[src/rtl/adc_fc_pkg.sv]
package adc_fc_pkg;

    localparam int FRAME_BITS = 20;
    localparam int SAMPLE_W   = 16;
    localparam int LANES      = 2;

    typedef enum logic [2:0] {
        ST_IDLE,
        ST_SELECT,
        ST_STROBE,
        ST_SHIFT,
        ST_DRAIN,
        ST_OUT_A,
        ST_OUT_B
    } fc_state_e;

    // mode bit 1: channel from frame flag; mode bit 0: single lane, tag from frame
    function automatic logic mode_single_lane(input logic [1:0] m);
        return m[0];
    endfunction

    function automatic logic mode_auto_channel(input logic [1:0] m);
        return m[1];
    endfunction

endpackage

[src/rtl/adc_fc_sclk_gen.sv]
module adc_fc_sclk_gen #(
    parameter int DIV_HALF = 4
) (
    input  logic clk,
    input  logic rst_n,
    input  logic en,
    output logic sclk_o,
    output logic rise_o,
    output logic fall_o
);
    localparam int CW = (DIV_HALF > 1) ? $clog2(DIV_HALF) : 1;

    logic [CW-1:0] cnt;
    logic          wrap;

    assign wrap   = en && (cnt == CW'(DIV_HALF - 1));
    assign rise_o = wrap && !sclk_o;
    assign fall_o = wrap && sclk_o;

    always_ff @(posedge clk) begin
        if (!rst_n) begin
            cnt    <= '0;
            sclk_o <= 1'b0;
        end else if (!en) begin
            cnt    <= '0;
            sclk_o <= 1'b0;
        end else if (wrap) begin
            cnt    <= '0;
            sclk_o <= ~sclk_o;
        end else begin
            cnt <= cnt + 1'b1;
        end
    end

    // clock parks low once the enable drops
    a_r3_idle_low: assert property (@(posedge clk) disable iff (!rst_n)
        !en |=> !sclk_o);

    // clock only starts toggling while enabled
    a_r3_rise_enabled: assert property (@(posedge clk) disable iff (!rst_n)
        $rose(sclk_o) |-> $past(en));

endmodule

[src/rtl/adc_fc_sync.sv]
module adc_fc_sync #(
    parameter int W      = 1,
    parameter int STAGES = 2
) (
    input  logic         clk,
    input  logic         rst_n,
    input  logic [W-1:0] d_i,
    output logic [W-1:0] q_o
);
    logic [STAGES-1:0][W-1:0] pipe;

    always_ff @(posedge clk) begin
        if (!rst_n) pipe[0] <= '0;
        else        pipe[0] <= d_i;
    end

    genvar s;
    generate
        for (s = 1; s < STAGES; s++) begin : g_stage
            always_ff @(posedge clk) begin
                if (!rst_n) pipe[s] <= '0;
                else        pipe[s] <= pipe[s-1];
            end
        end
    endgenerate

    assign q_o = pipe[STAGES-1];

endmodule

[src/rtl/adc_fc_deser.sv]
module adc_fc_deser #(
    parameter int LANES = 2,
    parameter int BITS  = 20
) (
    input  logic                       clk,
    input  logic                       rst_n,
    input  logic                       shift_i,
    input  logic [LANES-1:0]           din_i,
    output logic [LANES-1:0][BITS-1:0] frame_o
);
    genvar g;
    generate
        for (g = 0; g < LANES; g++) begin : g_lane
            logic [BITS-1:0] sh;
            always_ff @(posedge clk) begin
                if (!rst_n)       sh <= '0;
                else if (shift_i) sh <= {sh[BITS-2:0], din_i[g]};
            end
            assign frame_o[g] = sh;
        end
    endgenerate

endmodule

[src/rtl/adc_frame_ctrl.sv]
module adc_frame_ctrl
    import adc_fc_pkg::*;
#(
    parameter int DIV_HALF      = 4,
    parameter int BUSY_RISE_MAX = 16,
    parameter int BUSY_TAIL     = 32,
    parameter int SYNC_STAGES   = 2
) (
    input  logic                clk,
    input  logic                rst_n,
    input  logic                run,
    input  logic [1:0]          mode,
    input  logic                addr_sel,
    input  logic                busy,
    input  logic                sdo_a,
    input  logic                sdo_b,
    input  logic                m_ready,
    output logic                cs_n,
    output logic                cnv_rd,
    output logic                sclk,
    output logic                addr_o,
    output logic                m_valid,
    output logic [SAMPLE_W-1:0] m_data,
    output logic                m_chan,
    output logic                m_conv,
    output logic                frame_err,
    output logic                timeout_err
);
    localparam int TMO_MAX = (BUSY_RISE_MAX > BUSY_TAIL) ? BUSY_RISE_MAX : BUSY_TAIL;
    localparam int TMO_W   = $clog2(TMO_MAX + 1);
    localparam int BCW     = $clog2(FRAME_BITS);
    localparam int DATA_HI = FRAME_BITS - 3;

    fc_state_e state, nxt;

    logic                             busy_s;
    logic [LANES-1:0]                 sdo_s;
    logic [LANES-1:0][FRAME_BITS-1:0] frames;
    logic                             sclk_en, sclk_rise, sclk_fall;
    logic [BCW-1:0]                   fall_cnt;
    logic [TMO_W-1:0]                 tmo_cnt;
    logic                             tmo_hit, shift_done, lane_b;
    logic [1:0]                       mode_q;
    logic [FRAME_BITS-1:0]            cur_frame;

    adc_fc_sync #(.W(1), .STAGES(SYNC_STAGES)) u_busy_sync (
        .clk(clk), .rst_n(rst_n), .d_i(busy), .q_o(busy_s));

    adc_fc_sync #(.W(LANES), .STAGES(SYNC_STAGES)) u_sdo_sync (
        .clk(clk), .rst_n(rst_n), .d_i({sdo_b, sdo_a}), .q_o(sdo_s));

    adc_fc_sclk_gen #(.DIV_HALF(DIV_HALF)) u_sclk (
        .clk(clk), .rst_n(rst_n), .en(sclk_en),
        .sclk_o(sclk), .rise_o(sclk_rise), .fall_o(sclk_fall));

    adc_fc_deser #(.LANES(LANES), .BITS(FRAME_BITS)) u_deser (
        .clk(clk), .rst_n(rst_n), .shift_i(sclk_fall && (state == ST_SHIFT)),
        .din_i(sdo_s), .frame_o(frames));

    assign shift_done = (state == ST_SHIFT) && sclk_fall && (fall_cnt == BCW'(FRAME_BITS - 1));
    assign tmo_hit    = ((state == ST_STROBE) && !busy_s && (tmo_cnt == TMO_W'(BUSY_RISE_MAX - 1)))
                     || ((state == ST_DRAIN) && busy_s && (tmo_cnt == TMO_W'(BUSY_TAIL - 1)));

    // next state
    always_comb begin
        nxt = state;
        unique case (state)
            ST_IDLE:   if (run)        nxt = ST_SELECT;
            ST_SELECT:                 nxt = ST_STROBE;
            ST_STROBE: if (busy_s)     nxt = ST_SHIFT;
                       else if (tmo_hit) nxt = ST_IDLE;
            ST_SHIFT:  if (shift_done) nxt = ST_DRAIN;
            ST_DRAIN:  if (!busy_s)    nxt = ST_OUT_A;
                       else if (tmo_hit) nxt = ST_IDLE;
            ST_OUT_A:  if (m_ready)    nxt = mode_single_lane(mode_q) ? ST_IDLE : ST_OUT_B;
            ST_OUT_B:  if (m_ready)    nxt = ST_IDLE;
            default:                   nxt = ST_IDLE;
        endcase
    end

    // state register
    always_ff @(posedge clk) begin
        if (!rst_n) state <= ST_IDLE;
        else        state <= nxt;
    end

    // outputs
    always_comb begin
        cs_n      = 1'b1;
        cnv_rd    = 1'b0;
        sclk_en   = 1'b0;
        m_valid   = 1'b0;
        lane_b    = 1'b0;
        unique case (state)
            ST_IDLE:   ;
            ST_SELECT: cs_n = 1'b0;
            ST_STROBE: begin cs_n = 1'b0; cnv_rd = 1'b1; end
            ST_SHIFT:  begin cs_n = 1'b0; sclk_en = 1'b1; end
            ST_DRAIN:  cs_n = 1'b0;
            ST_OUT_A:  m_valid = 1'b1;
            ST_OUT_B:  begin m_valid = 1'b1; lane_b = 1'b1; end
            default:   ;
        endcase
        cur_frame = frames[lane_b];
        m_data    = cur_frame[DATA_HI -: SAMPLE_W];
        m_chan    = mode_auto_channel(mode_q) ? cur_frame[FRAME_BITS-1] : addr_o;
        m_conv    = mode_single_lane(mode_q) ? frames[0][FRAME_BITS-2] : lane_b;
    end

    // datapath
    always_ff @(posedge clk) begin
        if (!rst_n) begin
            mode_q      <= 2'b00;
            addr_o      <= 1'b0;
            fall_cnt    <= '0;
            tmo_cnt     <= '0;
            frame_err   <= 1'b0;
            timeout_err <= 1'b0;
        end else begin
            if (state == ST_IDLE && run) begin
                mode_q <= mode;
                addr_o <= addr_sel;
            end
            if (state != ST_SHIFT)  fall_cnt <= '0;
            else if (sclk_fall)     fall_cnt <= fall_cnt + 1'b1;
            if (state != nxt)                        tmo_cnt <= '0;
            else if (tmo_cnt != TMO_W'(TMO_MAX))     tmo_cnt <= tmo_cnt + 1'b1;
            if (tmo_hit) timeout_err <= 1'b1;
            if (state == ST_DRAIN && !busy_s) begin
                if (frames[0][1:0] != 2'b00 ||
                    (!mode_single_lane(mode_q) && frames[1][1:0] != 2'b00))
                    frame_err <= 1'b1;
            end
        end
    end

    // strobe only under an asserted chip select
    a_r2_strobe_under_cs: assert property (@(posedge clk) disable iff (!rst_n)
        cnv_rd |-> !cs_n);

    // chip select leads the strobe by at least one cycle
    a_r2_cs_leads: assert property (@(posedge clk) disable iff (!rst_n)
        $rose(cnv_rd) |-> $past(!cs_n));

    // the conversion clock is high only while shifting
    a_r3_sclk_in_shift: assert property (@(posedge clk) disable iff (!rst_n)
        sclk |-> (state == ST_SHIFT));

    // address pin frozen while chip select stays low
    a_r4_addr_hold: assert property (@(posedge clk) disable iff (!rst_n)
        (!cs_n && $past(!cs_n)) |-> $stable(addr_o));

    // a stalled sample holds
    a_r10_valid_hold: assert property (@(posedge clk) disable iff (!rst_n)
        (m_valid && !m_ready) |=> (m_valid && $stable(m_data) && $stable(m_chan) && $stable(m_conv)));

    // framing error is sticky
    a_r11_ferr_sticky: assert property (@(posedge clk) disable iff (!rst_n)
        frame_err |=> frame_err);

    // a timeout leaves the converter deselected
    a_r12_tmo_release: assert property (@(posedge clk) disable iff (!rst_n)
        $rose(timeout_err) |-> (cs_n && !m_valid));

endmodule

[config.mk]
export PLATFORM = sky130hd
export DESIGN_NAME = adc_frame_ctrl
export DESIGN_NICKNAME = d
export VERILOG_FILES = /design/src/rtl/adc_fc_pkg.sv /design/src/rtl/adc_fc_sclk_gen.sv /design/src/rtl/adc_fc_sync.sv /design/src/rtl/adc_fc_deser.sv /design/src/rtl/adc_frame_ctrl.sv
export SDC_FILE = /design/constraint.sdc
export NUM_CORES = 1
export LEC_CHECK = 0
export ABC_AREA = 1
export BUFFER_PORTS_ARGS = -buffer_cell sky130_fd_sc_hd__buf_2
export CORE_ASPECT_RATIO = 0.8
export CORE_MARGIN = 1.5
export CORE_UTILIZATION = 25
export DETAILED_ROUTE_END_ITERATION = 10
export RECOVER_POWER = 25
export SYNTH_ARGS = -nofsm -noshare
export SYNTH_HDL_FRONTEND = slang
export SYNTH_SLANG_ARGS = --single-unit
[constraint.sdc]
create_clock -name clk -period 3.3 [get_ports clk]
set_input_delay 0.33 -clock clk [delete_from_list [all_inputs] [get_ports clk]]
set_output_delay 0.33 -clock clk [all_outputs]
set_load 0.01 [all_outputs]
==> impl_metrics.prom, run 1 <==
# TYPE chip_impl_metric gauge
chip_impl_metric{name="max_freq",unit="MHz"} 407
chip_impl_metric{name="syn-mean-instance-area",unit="sq um"} 7.28
chip_impl_metric{name="min_cycle_time_layout",unit="ns"} 2.45
chip_impl_metric{name="worst-path-buf-inv",unit=""} 2
chip_impl_metric{name="total_switching_power",unit="uW"} 434
chip_impl_info{name="setup_repair_after_global_routing_missed_its_margin",value="false"} 1
chip_impl_metric{name="final.setup.worst_slack",unit="ns"} 0.845
chip_impl_metric{name="leakagePower",unit="uW"} 0.00145
chip_impl_metric{name="share_seq_of_total_power",unit=""} 0.448
chip_impl_metric{name="cts_hold_buffers",unit=""} 0
chip_impl_metric{name="layout.filler_cells",unit=""} 1241
chip_impl_info{name="startpoint_type",value="register"} 1
chip_impl_metric{name="start_util",unit=""} 0.256
chip_impl_metric{name="clock_sink_count",unit=""} 68
chip_impl_metric{name="overflow",unit=""} 0
chip_impl_metric{name="synth-warning-count",unit=""} 0
chip_impl_info{name="worst_hold_path_type",value="primary input to register"} 1
chip_impl_info{name="dominantRegCellSynth",value="dfxtp_1"} 1
chip_impl_metric{name="timing.critical_path.arrival",unit="ns"} 2.12
chip_impl_metric{name="core_area",unit="sq um"} 11500
chip_impl_metric{name="num_io_pins",unit=""} 35
chip_impl_metric{name="yosys_register_bits",unit=""} 68
chip_impl_metric{name="drt_wl_total",unit="microns"} 6110
chip_impl_metric{name="max_cap_viol_count",unit=""} 1
chip_impl_metric{name="yosys.area.top_type_share",unit=""} 0.464
chip_impl_metric{name="layout-drive-gt1-share",unit=""} 0.130
chip_impl_metric{name="worst-endpoint-required",unit="ns"} 2.97
chip_impl_metric{name="wl_per_cell",unit="microns"} 10.4
chip_impl_metric{name="report.final.slew_viol_count",unit=""} 52
chip_impl_metric{name="pwr-share-clk",unit=""} 0.504
chip_impl_metric{name="hold_violations",unit=""} 0
chip_impl_metric{name="timing.reg2reg.worst_path_depth",unit=""} 7
chip_impl_metric{name="count_of_input_and_output_buffers",unit=""} 34
chip_impl_metric{name="hold-path-cell-count",unit=""} 3
chip_impl_metric{name="placed_cells",unit=""} 569
chip_impl_info{name="synth_area_leader_cell",value="dfxtp_1"} 1
chip_impl_info{name="clock_tree.root_cell",value="clkbuf_16"} 1
chip_impl_metric{name="stdcell_count",unit=""} 585
chip_impl_metric{name="setup_violating_endpoint_count_in_the_final_report",unit=""} 0
chip_impl_info{name="yosys-top-cells-area",value="dfxtp_1 (46%), o21ai_0 (11%), nor2_1 (10%), nand2_1 (6.3%), inv_1 (5.9%)"} 1
chip_impl_metric{name="drc",unit=""} 0
chip_impl_info{name="largest_delay_share_family_worst_path",value="flip-flops"} 1
chip_impl_metric{name="fin_total_pwr",unit="uW"} 1890
chip_impl_metric{name="detailed_route_via_count",unit=""} 2484
chip_impl_info{name="critical_path.endpoint_type",value="output port"} 1
chip_impl_metric{name="fin_skew",unit="ns"} 0.00982
chip_impl_metric{name="gp_routability_congestion",unit=""} 0.858
chip_impl_metric{name="grt_start_max_net_pins",unit=""} 63
chip_impl_metric{name="path_clk_slew",unit="ns"} 0.05
chip_impl_info{name="holdCritStartpoint",value="sdo_a"} 1
chip_impl_info{name="cts_tree",value="built"} 1
chip_impl_metric{name="drtPass1Iterations",unit=""} 4
chip_impl_info{name="timing.rr.start",value="state[1]"} 1
chip_impl_metric{name="h-tree-depth",unit=""} 3
chip_impl_info{name="outcome",value="finished with violations"} 1
chip_impl_info{name="layout_commonest_cell",value="nor2_1"} 1
chip_impl_metric{name="net_switching_fraction_of_the_power",unit=""} 0.230
chip_impl_info{name="worst_r2r_endpoint",value="u_deser.g_lane[1].sh[18]"} 1
chip_impl_metric{name="maxSlewHeadroom",unit=""} -0.215
chip_impl_metric{name="comb_power_share",unit=""} 0.047
chip_impl_info{name="critical_path.slowest_cell",value="dfxtp_1"} 1
chip_impl_metric{name="critical_path.max_fanout",unit=""} 19
chip_impl_metric{name="reg2reg_slack",unit="ns"} 0.90
chip_impl_metric{name="numCtsBuffers",unit=""} 9
chip_impl_metric{name="cts_post_setup_buffers_inserted",unit=""} 0
chip_impl_metric{name="clock_latency",unit="ns"} 0.33
chip_impl_metric{name="pwr_density_cell",unit="nW/um^2"} 543
chip_impl_metric{name="drt-initial-drc-count",unit=""} 162
chip_impl_metric{name="routed_via_density",unit=""} 4.25
chip_impl_metric{name="track_usage",unit=""} 0.109
chip_impl_metric{name="finish.net_count",unit=""} 446
chip_impl_metric{name="detailedPlace.worstSlack",unit="ns"} 1.09
chip_impl_metric{name="clock_path_buffers",unit=""} 2
chip_impl_info{name="critical_setup_path_class",value="register to output port"} 1
chip_impl_info{name="failing_checks",value="capacitance limit, slew limit"} 1
chip_impl_metric{name="die_area",unit="sq um"} 12400
chip_impl_metric{name="synth_cell_type_count",unit=""} 31
chip_impl_metric{name="mappedNetlistArea",unit="sq um"} 2930
chip_impl_metric{name="syn-instance-count",unit=""} 403
chip_impl_metric{name="power.internal",unit="uW"} 1460
chip_impl_metric{name="ant_nets",unit=""} 0
chip_impl_metric{name="ir_worst_vdd",unit="mV"} 0.236
chip_impl_metric{name="placement_rows",unit=""} 35
chip_impl_metric{name="grt_pass1_wl",unit="microns"} 10500
chip_impl_metric{name="place_hpwl",unit="microns"} 4230
chip_impl_metric{name="synth.yosys.seq_area_share",unit=""} 0.464
chip_impl_metric{name="grt_antenna_before_repair",unit=""} 0
chip_impl_metric{name="grt_pass1_vias",unit=""} 2267
chip_impl_metric{name="cts-resized-gates",unit=""} 0
chip_impl_metric{name="num_antenna_cells",unit=""} 0
chip_impl_info{name="timing.critical_path.cells",value="nand3_1, buf_4, o21ai_0, buf_2"} 1
chip_impl_metric{name="totalNegativeSetupSlack",unit="ns"} 0
chip_impl_metric{name="layout_worst_path_cycle_share",unit=""} 0.744
chip_impl_metric{name="tightest_slew",unit="ns"} 1.82
chip_impl_metric{name="synth-edff-count",unit=""} 0
chip_impl_metric{name="worst_path_largest_cell_delay",unit="ns"} 0.57
chip_impl_metric{name="fp.dieW",unit="microns"} 124
chip_impl_info{name="min_delay_worst_endpoint",value="u_sdo_sync.pipe[0]"} 1
chip_impl_metric{name="die_h",unit="microns"} 99.9
chip_impl_metric{name="p_r_area_growth_vs_syn",unit="%"} 18.6
chip_impl_metric{name="synthArstFlopShare",unit=""} 0
chip_impl_info{name="layout.cells.most_common_list",value="nor2_1 (82), dfxtp_1 (68), o21ai_0 (67), nand2_1 (51), inv_1 (46)"} 1
chip_impl_metric{name="mappedNetlistNets",unit=""} 417
==> per-layer routing <==
metal / GRT usage / wire length [microns]
met1: 0.146 / 3100
met2: 0.158 / 2660
met3: 0.0358 / 209
met4: 0.0507 / 147
met5: 0 / 0
==> logic make-up after synthesis <==
kind of cell | after synthesis | share of synthesized area
adder cells (fa/ha/maj) | 4 | 0.0171
AND/OR/NAND/NOR | 164 | 0.246
flip-flops | 68 | 0.464
XOR/XNOR | 4 | 0.0119
buffers and inverters | 69 | 0.0964
AO/OA/AOI/OAI | 94 | 0.165
==> worst max-delay path by stage <==
stage / start / endpoint / slack [ns] / depth (start not counted)
floorplan: state[0] / m_conv / 1.79 / 5
global placement: state[1] / m_data[12] / 1.19 / 4
detailed placement: state[2] / m_data[12] / 1.09 / 4
CTS: state[2] / m_data[12] / 0.73 / 4
global route: state[1] / m_data[12] / 0.62 / 4
finish: state[1] / m_data[12] / 0.85 / 4
==> cells in the mapped netlist, types with 2 or more instances <==
cell type / instances
inv_2: 3
o21a_1: 2
clkbuf_1: 12
nand2_1: 49
inv_1: 46
o211ai_1: 2
ha_1: 4
nand2_4: 2
dfxtp_1: 68
nor2_4: 2
buf_2: 4
xor2_1: 2
nand4_1: 4
nor2_1: 81
xnor2_1: 2
o21ai_0: 66
nand3_1: 13
a21oi_1: 21
buf_6: 2
a31oi_1: 2
nor3_1: 6
==> sequential cells by signal (all words and copies together), names as in the netlist, 2 cells and up <==
register and flops:
state 3, u_sdo_sync.q_o 2, u_sdo_sync.pipe 2, u_deser.g_lane.sh 40, mode_q 2, tmo_cnt 6, u_sclk.cnt 2, fall_cnt 5
==> worst register-to-register path: cells and delay by family (launching register included) <==
kind            cells  cell delay [ns]
compound gates      2             0.39
simple gates        3             0.85
buf+inv             2             0.53
flops               1             0.57
==> power by group through the flow <==
stage               Combinational, uW  Clock [uW]  Sequential [uW]
floorplan                        74.1           0              858
global placement                 88.5           0              865
detailed placement               90.4           0              866
CTS                              90.9         976              848
global route                      105        1020              849
finish                           89.4         953              847
==> cell type report <==
class	count	area, sq um	share of cell area
Clock buffer	9	225	0.0647
Clock inverter	7	73.8	0.0212
Inverter	50	188	0.0539
Multi-Input combinational cell	266	1260	0.363
Sequential cell	68	1360	0.391
Tap cell	148	185	0.0532
Timing Repair Buffer	37	183	0.0525
==> per-stage QoR <==
step                      cell area [sq um]  utilization  hold slack [ns]
after global routing                   3480        0.303            0.191
after detailed placement               3220        0.280            0.395
after CTS                              3520        0.306            0.176
final                                  3480        0.303            0.185
after global placement                 3220        0.280            0.400
after floorplan                        2930            -            0.390
Note: power is estimated with default switching activity, not from simulation.
==> run 2: changes to the inputs <==
==> constraint.sdc (replaced) <==
create_clock -name clk -period 2.5 [get_ports clk]
set_input_delay 0.25 -clock clk [delete_from_list [all_inputs] [get_ports clk]]
set_output_delay 0.25 -clock clk [all_outputs]
set_load 0.01 [all_outputs]
==> run 2 against run 1 <==
- sequential share of layout area down 0.14 points
- first-iteration DRC count up 0.62%
- largest power group unchanged
- worst setup slack worse by 0.46 ns
- critical endpoint is now m_data[0]
- sequential cell count unchanged
- clock power up 33%
- wire length up 1.2%
- utilization up 0.11 points
- the run still ends with capacitance limit, slew limit left
- count of clock-buffer cells in the layout up 1
- via count up 0.68%
==> impl_metrics.prom, run 2 (same netlist as run 1, synthesis figures left out) <==
# TYPE chip_impl_metric gauge
chip_impl_metric{name="grt_pass1_vias",unit=""} 2258
chip_impl_metric{name="drt_wl_total",unit="microns"} 6190
chip_impl_metric{name="pwr_density_cell",unit="nW/um^2"} 717
chip_impl_info{name="critical_path.endpoint_type",value="output port"} 1
chip_impl_metric{name="core_area",unit="sq um"} 11500
chip_impl_metric{name="wl_per_cell",unit="microns"} 10.6
chip_impl_metric{name="clock_path_buffers",unit=""} 2
chip_impl_metric{name="cts_hold_buffers",unit=""} 0
chip_impl_info{name="worst_hold_path_type",value="primary input to register"} 1
chip_impl_info{name="setup_repair_after_global_routing_missed_its_margin",value="false"} 1
chip_impl_metric{name="layout_worst_path_cycle_share",unit=""} 0.846
chip_impl_info{name="outcome",value="finished with violations"} 1
chip_impl_metric{name="grt_antenna_before_repair",unit=""} 0
chip_impl_info{name="timing.critical_path.from",value="state[1]"} 1
chip_impl_metric{name="p_r_area_growth_vs_syn",unit="%"} 19.0
chip_impl_metric{name="maxSlewHeadroom",unit=""} -0.217
chip_impl_info{name="critical_setup_path_class",value="register to output port"} 1
chip_impl_metric{name="num_antenna_cells",unit=""} 0
chip_impl_metric{name="totalNegativeSetupSlack",unit="ns"} 0
chip_impl_metric{name="detailed_route_via_count",unit=""} 2501
chip_impl_metric{name="max_freq",unit="MHz"} 473
chip_impl_metric{name="overflow",unit=""} 0
chip_impl_metric{name="cts_post_setup_buffers_inserted",unit=""} 0
chip_impl_metric{name="max_cap_viol_count",unit=""} 1
chip_impl_metric{name="critical_path.max_fanout",unit=""} 33
chip_impl_info{name="layout_commonest_cell",value="nor2_1"} 1
chip_impl_metric{name="clock_sink_count",unit=""} 68
chip_impl_metric{name="hold-path-cell-count",unit=""} 3
chip_impl_metric{name="placement_rows",unit=""} 35
chip_impl_metric{name="min_cycle_time_layout",unit="ns"} 2.12
chip_impl_info{name="cts_tree",value="built"} 1
chip_impl_metric{name="grt_pass1_wl",unit="microns"} 10300
chip_impl_metric{name="die_area",unit="sq um"} 12400
chip_impl_metric{name="fp.dieW",unit="microns"} 124
chip_impl_metric{name="ant_nets",unit=""} 0
chip_impl_metric{name="timing.critical_path.arrival",unit="ns"} 1.87
chip_impl_metric{name="grt_start_max_net_pins",unit=""} 60
chip_impl_metric{name="max_reg_flops",unit=""} 40
chip_impl_metric{name="num_io_pins",unit=""} 35
chip_impl_metric{name="start_util",unit=""} 0.256
chip_impl_metric{name="worst-endpoint-required",unit="ns"} 2.25
chip_impl_metric{name="track_usage",unit=""} 0.106
chip_impl_metric{name="gp_routability_congestion",unit=""} 0.925
chip_impl_info{name="registers.top_by_ff_count",value="u_deser.g_lane.sh"} 1
chip_impl_info{name="timing.rr.start",value="state[1]"} 1
chip_impl_metric{name="layout-drive-gt1-share",unit=""} 0.135
chip_impl_metric{name="place_hpwl",unit="microns"} 4160
chip_impl_metric{name="h-tree-depth",unit=""} 3
chip_impl_metric{name="count_of_input_and_output_buffers",unit=""} 34
chip_impl_metric{name="tightest_slew",unit="ns"} 1.83
chip_impl_info{name="holdCritStartpoint",value="sdo_a"} 1
chip_impl_metric{name="drtPass1Iterations",unit=""} 4
chip_impl_info{name="failing_checks",value="capacitance limit, slew limit"} 1
chip_impl_metric{name="timing.reg2reg.worst_path_depth",unit=""} 8
chip_impl_metric{name="cts-resized-gates",unit=""} 0
chip_impl_metric{name="drc",unit=""} 0
chip_impl_metric{name="report.final.slew_viol_count",unit=""} 52
chip_impl_metric{name="finish.net_count",unit=""} 447
chip_impl_info{name="clock_tree.root_cell",value="clkbuf_16"} 1
chip_impl_info{name="reg.largest.list",value="u_deser.g_lane.sh x40, tmo_cnt x6, fall_cnt x5"} 1
chip_impl_metric{name="leakagePower",unit="uW"} 0.00146
chip_impl_info{name="layout.cells.most_common_list",value="nor2_1 (82), dfxtp_1 (68), o21ai_0 (67), nand2_1 (50), inv_1 (46)"} 1
chip_impl_metric{name="hold_violations",unit=""} 0
chip_impl_metric{name="fin_total_pwr",unit="uW"} 2510
chip_impl_metric{name="numCtsBuffers",unit=""} 9
chip_impl_metric{name="routed_via_density",unit=""} 4.27
chip_impl_metric{name="drt-initial-drc-count",unit=""} 163
chip_impl_metric{name="clock_latency",unit="ns"} 0.33
chip_impl_metric{name="ir_worst_vdd",unit="mV"} 0.248
chip_impl_metric{name="path_clk_slew",unit="ns"} 0.05
chip_impl_metric{name="die_h",unit="microns"} 99.9
chip_impl_metric{name="fin_skew",unit="ns"} 0.00580
chip_impl_info{name="startpoint_type",value="register"} 1
chip_impl_metric{name="setup_violating_endpoint_count_in_the_final_report",unit=""} 0
-- run 2: final cells by class --
type	instances	area, sq um
well taps	148	185
clock inverters	6	62.6
flip-flops and latches	68	1360
clock buffers	10	239
fillers	1231	7980
repair buffers	38	190
inverters	50	188
multi-input cells	266	1270
-- run 2: critical path: stages, from the launching register on --
cell and delay, ns:
dfxtp_1 0.57, nand3_1 0.20, buf_4 0.26, o21ai_0 0.30, buf_2 0.19
-- run 2: routing by layer --
layer  up-vias  global-route usage  share of wire
li1       1347                   -              -
met4         0              0.0420          0.014
met1      1114               0.137           0.50
met3         8              0.0347          0.038
met2        32               0.164           0.45
met5         -                   0              0
-- run 2: worst paths after layout --
| check | end | slack, ns |
|---|---|---|
| worst min register to register | u_sdo_sync.q_o[0] | 0.41 |
| worst min-delay path | u_sdo_sync.pipe[0] | 0.10 |
| worst max register to register | fall_cnt[3] | 0.50 |
| worst max-delay path | m_data[0] | 0.38 |
-- run 2: per-stage QoR --
step	hold slack (ns)	worst slack [ns]	instances	cell area, sq um	utilization
after floorplan	0.348	1.05	403	2930	-
after global placement	0.401	0.699	570	3220	0.281
after detailed placement	0.398	0.671	570	3220	0.281
after CTS	0.0961	0.313	586	3530	0.307
after global routing	0.111	0.201	586	3490	0.304
final	0.104	0.385	586	3490	0.304
-- run 2: where the power goes --
group          internal, uW  switching, uW
Sequential             1100           17.7
Clock                   798            470
Combinational          44.8           74.0
==> run 3: changes to the inputs <==
==> constraint.sdc (replaced) <==
create_clock -name clk -period 1.7 [get_ports clk]
set_input_delay 0.17 -clock clk [delete_from_list [all_inputs] [get_ports clk]]
set_output_delay 0.17 -clock clk [all_outputs]
set_load 0.01 [all_outputs]
==> run 3 against run 2 <==
- the flow now finishes without violations
- count of clock-buffer cells in the layout increased by 1
- first-iteration DRC count shrank 10%
- clock power up 56%
- combinational power up 69%
- sequential cell count unchanged
- power grew 53%
- sequential power is 46% higher
- final cell count up 1.5%
- sequential share of layout area shrank 2.1 points
- global-route usage is 0.57 points higher
- non-clock buffer count up 10
- register-to-register slack worse by 0.36 ns
- critical endpoint is now m_data[3]
- highest routed layer unchanged
==> impl_metrics.prom, run 3 (same netlist as run 1, synthesis figures left out) <==
# TYPE chip_impl_metric gauge
chip_impl_info{name="outcome",value="completed"} 1
chip_impl_info{name="reg.largest.list",value="u_deser.g_lane.sh x40, tmo_cnt x6, fall_cnt x5"} 1
chip_impl_info{name="critical_path.endpoint_type",value="output port"} 1
chip_impl_metric{name="finish.net_count",unit=""} 457
chip_impl_metric{name="grt_start_max_net_pins",unit=""} 52
chip_impl_metric{name="count_of_input_and_output_buffers",unit=""} 34
chip_impl_metric{name="grt_antenna_before_repair",unit=""} 0
chip_impl_metric{name="die_area",unit="sq um"} 12400
chip_impl_metric{name="drt-initial-drc-count",unit=""} 146
chip_impl_metric{name="final.setup.worst_slack",unit="ns"} 0.0694
chip_impl_metric{name="ff_latch_area",unit="sq um"} 1370
chip_impl_info{name="clock_tree.root_cell",value="clkbuf_16"} 1
chip_impl_metric{name="overflow",unit=""} 0
chip_impl_metric{name="fin_skew",unit="ns"} 0.00425
chip_impl_metric{name="grt_pass1_vias",unit=""} 2357
chip_impl_info{name="cts_tree",value="built"} 1
chip_impl_metric{name="h-tree-depth",unit=""} 3
chip_impl_metric{name="placement_rows",unit=""} 35
chip_impl_metric{name="placed_cells",unit=""} 577
chip_impl_metric{name="wl_per_cell",unit="microns"} 11.3
chip_impl_metric{name="worst-endpoint-required",unit="ns"} 1.53
chip_impl_metric{name="num_antenna_cells",unit=""} 0
chip_impl_metric{name="tightest_slew",unit="ns"} 0.869
chip_impl_metric{name="p_r_area_growth_vs_syn",unit="%"} 27.0
chip_impl_metric{name="place_hpwl",unit="microns"} 4420
chip_impl_info{name="layout_commonest_cell",value="nor2_1"} 1
chip_impl_info{name="holdCritStartpoint",value="busy"} 1
chip_impl_metric{name="critical_path.max_fanout",unit=""} 17
chip_impl_info{name="timing.rr.start",value="u_sclk.cnt[1]"} 1
chip_impl_metric{name="layout-drive-gt1-share",unit=""} 0.197
chip_impl_metric{name="clock_path_buffers",unit=""} 2
chip_impl_metric{name="drtPass1Iterations",unit=""} 4
chip_impl_metric{name="ir_worst_vdd",unit="mV"} 0.567
chip_impl_metric{name="multi_input_area",unit="sq um"} 1350
chip_impl_metric{name="timing.critical_path.arrival",unit="ns"} 1.46
chip_impl_metric{name="drc",unit=""} 0
chip_impl_info{name="startpoint_type",value="register"} 1
chip_impl_metric{name="clock_latency",unit="ns"} 0.33
chip_impl_metric{name="max_cap_viol_count",unit=""} 0
chip_impl_metric{name="start_util",unit=""} 0.256
chip_impl_metric{name="hold_violations",unit=""} 0
chip_impl_metric{name="detailedPlace.worstSlack",unit="ns"} 0.0492
chip_impl_metric{name="maxSlewHeadroom",unit=""} 0.420
chip_impl_metric{name="ant_nets",unit=""} 0
chip_impl_metric{name="report.final.slew_viol_count",unit=""} 0
chip_impl_metric{name="detailed_route_via_count",unit=""} 2609
chip_impl_metric{name="pwr_density_cell",unit="nW/um^2"} 1030
chip_impl_metric{name="leakagePower",unit="uW"} 0.00155
chip_impl_metric{name="clock_sink_count",unit=""} 68
chip_impl_info{name="worst_hold_path_type",value="primary input to register"} 1
chip_impl_metric{name="die_h",unit="microns"} 99.9
chip_impl_metric{name="max_reg_flops",unit=""} 40
chip_impl_info{name="registers.top_by_ff_count",value="u_deser.g_lane.sh"} 1
chip_impl_info{name="setup_repair_after_global_routing_missed_its_margin",value="true"} 1
chip_impl_metric{name="fp.dieW",unit="microns"} 124
chip_impl_metric{name="numCtsBuffers",unit=""} 9
chip_impl_metric{name="post_dp_cell_area",unit="sq um"} 3290
chip_impl_info{name="critical_setup_path_class",value="register to output port"} 1
chip_impl_metric{name="setup_violating_endpoint_count_in_the_final_report",unit=""} 0
chip_impl_metric{name="path_clk_slew",unit="ns"} 0.05
chip_impl_metric{name="layout.filler_cells",unit=""} 1241
chip_impl_metric{name="gp_routability_congestion",unit=""} 0.875
chip_impl_metric{name="num_io_pins",unit=""} 35
chip_impl_info{name="timing.critical_path.from",value="state[0]"} 1
chip_impl_metric{name="track_usage",unit=""} 0.112
chip_impl_metric{name="routed_via_density",unit=""} 4.38
chip_impl_metric{name="stdcell_count",unit=""} 595
chip_impl_metric{name="drt_wl_total",unit="microns"} 6730
chip_impl_metric{name="max_freq",unit="MHz"} 613
chip_impl_metric{name="cts_hold_buffers",unit=""} 0
chip_impl_metric{name="layout.cell_area.non_filler",unit="sq um"} 3720
chip_impl_metric{name="min_cycle_time_layout",unit="ns"} 1.63
chip_impl_metric{name="grt_pass1_wl",unit="microns"} 10700
chip_impl_metric{name="core_area",unit="sq um"} 11500
chip_impl_metric{name="layout_worst_path_cycle_share",unit=""} 0.959
chip_impl_metric{name="final_core_utilization",unit=""} 0.325
chip_impl_info{name="layout.cells.most_common_list",value="nor2_1 (80), dfxtp_1 (62), o21ai_0 (57), nand2_1 (47), inv_1 (45)"} 1
run 3: cell count changes in the layout (fill, tap and decap cells not counted), sizes merged:
cell / before / now
buf: 32 / 42
bufinv: 1 / 2
clkbuf: 16 / 17
clkinv: 5 / 3
inv: 50 / 49
run 3: metal layers:
layer | wire length [microns] | part of all wire | GRT usage
met5 | 0 | 0 | 0
met4 | 210 | 0.031 | 0.0629
met3 | 339 | 0.050 | 0.0386
met2 | 3000 | 0.45 | 0.168
met1 | 3180 | 0.47 | 0.140
run 3: through the flow:
| step | total power, uW | setup TNS, ns | hold WS, ns |
|---|---|---|---|
| 6_report | 3830 | 0 | 0.0236 |
| 5_1_grt | 3980 | -0.0227 | 0.0346 |
| 4_1_cts | 3850 | 0 | 0.0133 |
| 3_5_place_dp | 1860 | 0 | 0.354 |
| 3_3_place_gp | 1860 | 0 | 0.362 |
| 2_1_floorplan | 1810 | 0 | 0.268 |
run 3: worst max-delay path, cell delays in order (launching register included):
cell	delay, ns
dfxtp_4	0.39
inv_4	0.10
nand3_4	0.10
clkbuf_16	0.20
o21ai_1	0.17
buf_2	0.16
run 3: cell type report:
cell class | count | share of cell area
repair buffers | 48 | 0.0826
multi-input cells | 266 | 0.363
flip-flops and latches | 68 | 0.369
inverters | 50 | 0.0511
clock inverters | 4 | 0.0198
clock buffers | 11 | 0.0652
well taps | 148 | 0.0497
run 3: final timing paths:
check / end / slack [ns] / cells after the start
max: m_data[3] / 0.07 / 5
min: u_busy_sync.pipe[0] / 0.02 / 3
max reg2reg: tmo_cnt[3] / 0.14 / 11
min reg2reg: u_sdo_sync.q_o[1] / 0.41 / 2
run 3: repair_timing:
| item | CTS | global route |
|---|---|---|
| cloned | 0 | 1 |
| resized for setup | 7 | 28 |
| pin swaps | 0 | 8 |
| setup buffers | 0 | 2 |
| setup endpoints to repair | 20 | 27 |
run 3: where the power goes:
| group | internal [uW] | switching (uW) | total [uW] |
|---|---|---|---|
| sequential | 1620 | 25.4 | 1640 |
| clock | 1320 | 666 | 1980 |
| combinational | 76.5 | 125 | 201 |
| total | 3010 | 816 | 3830 |
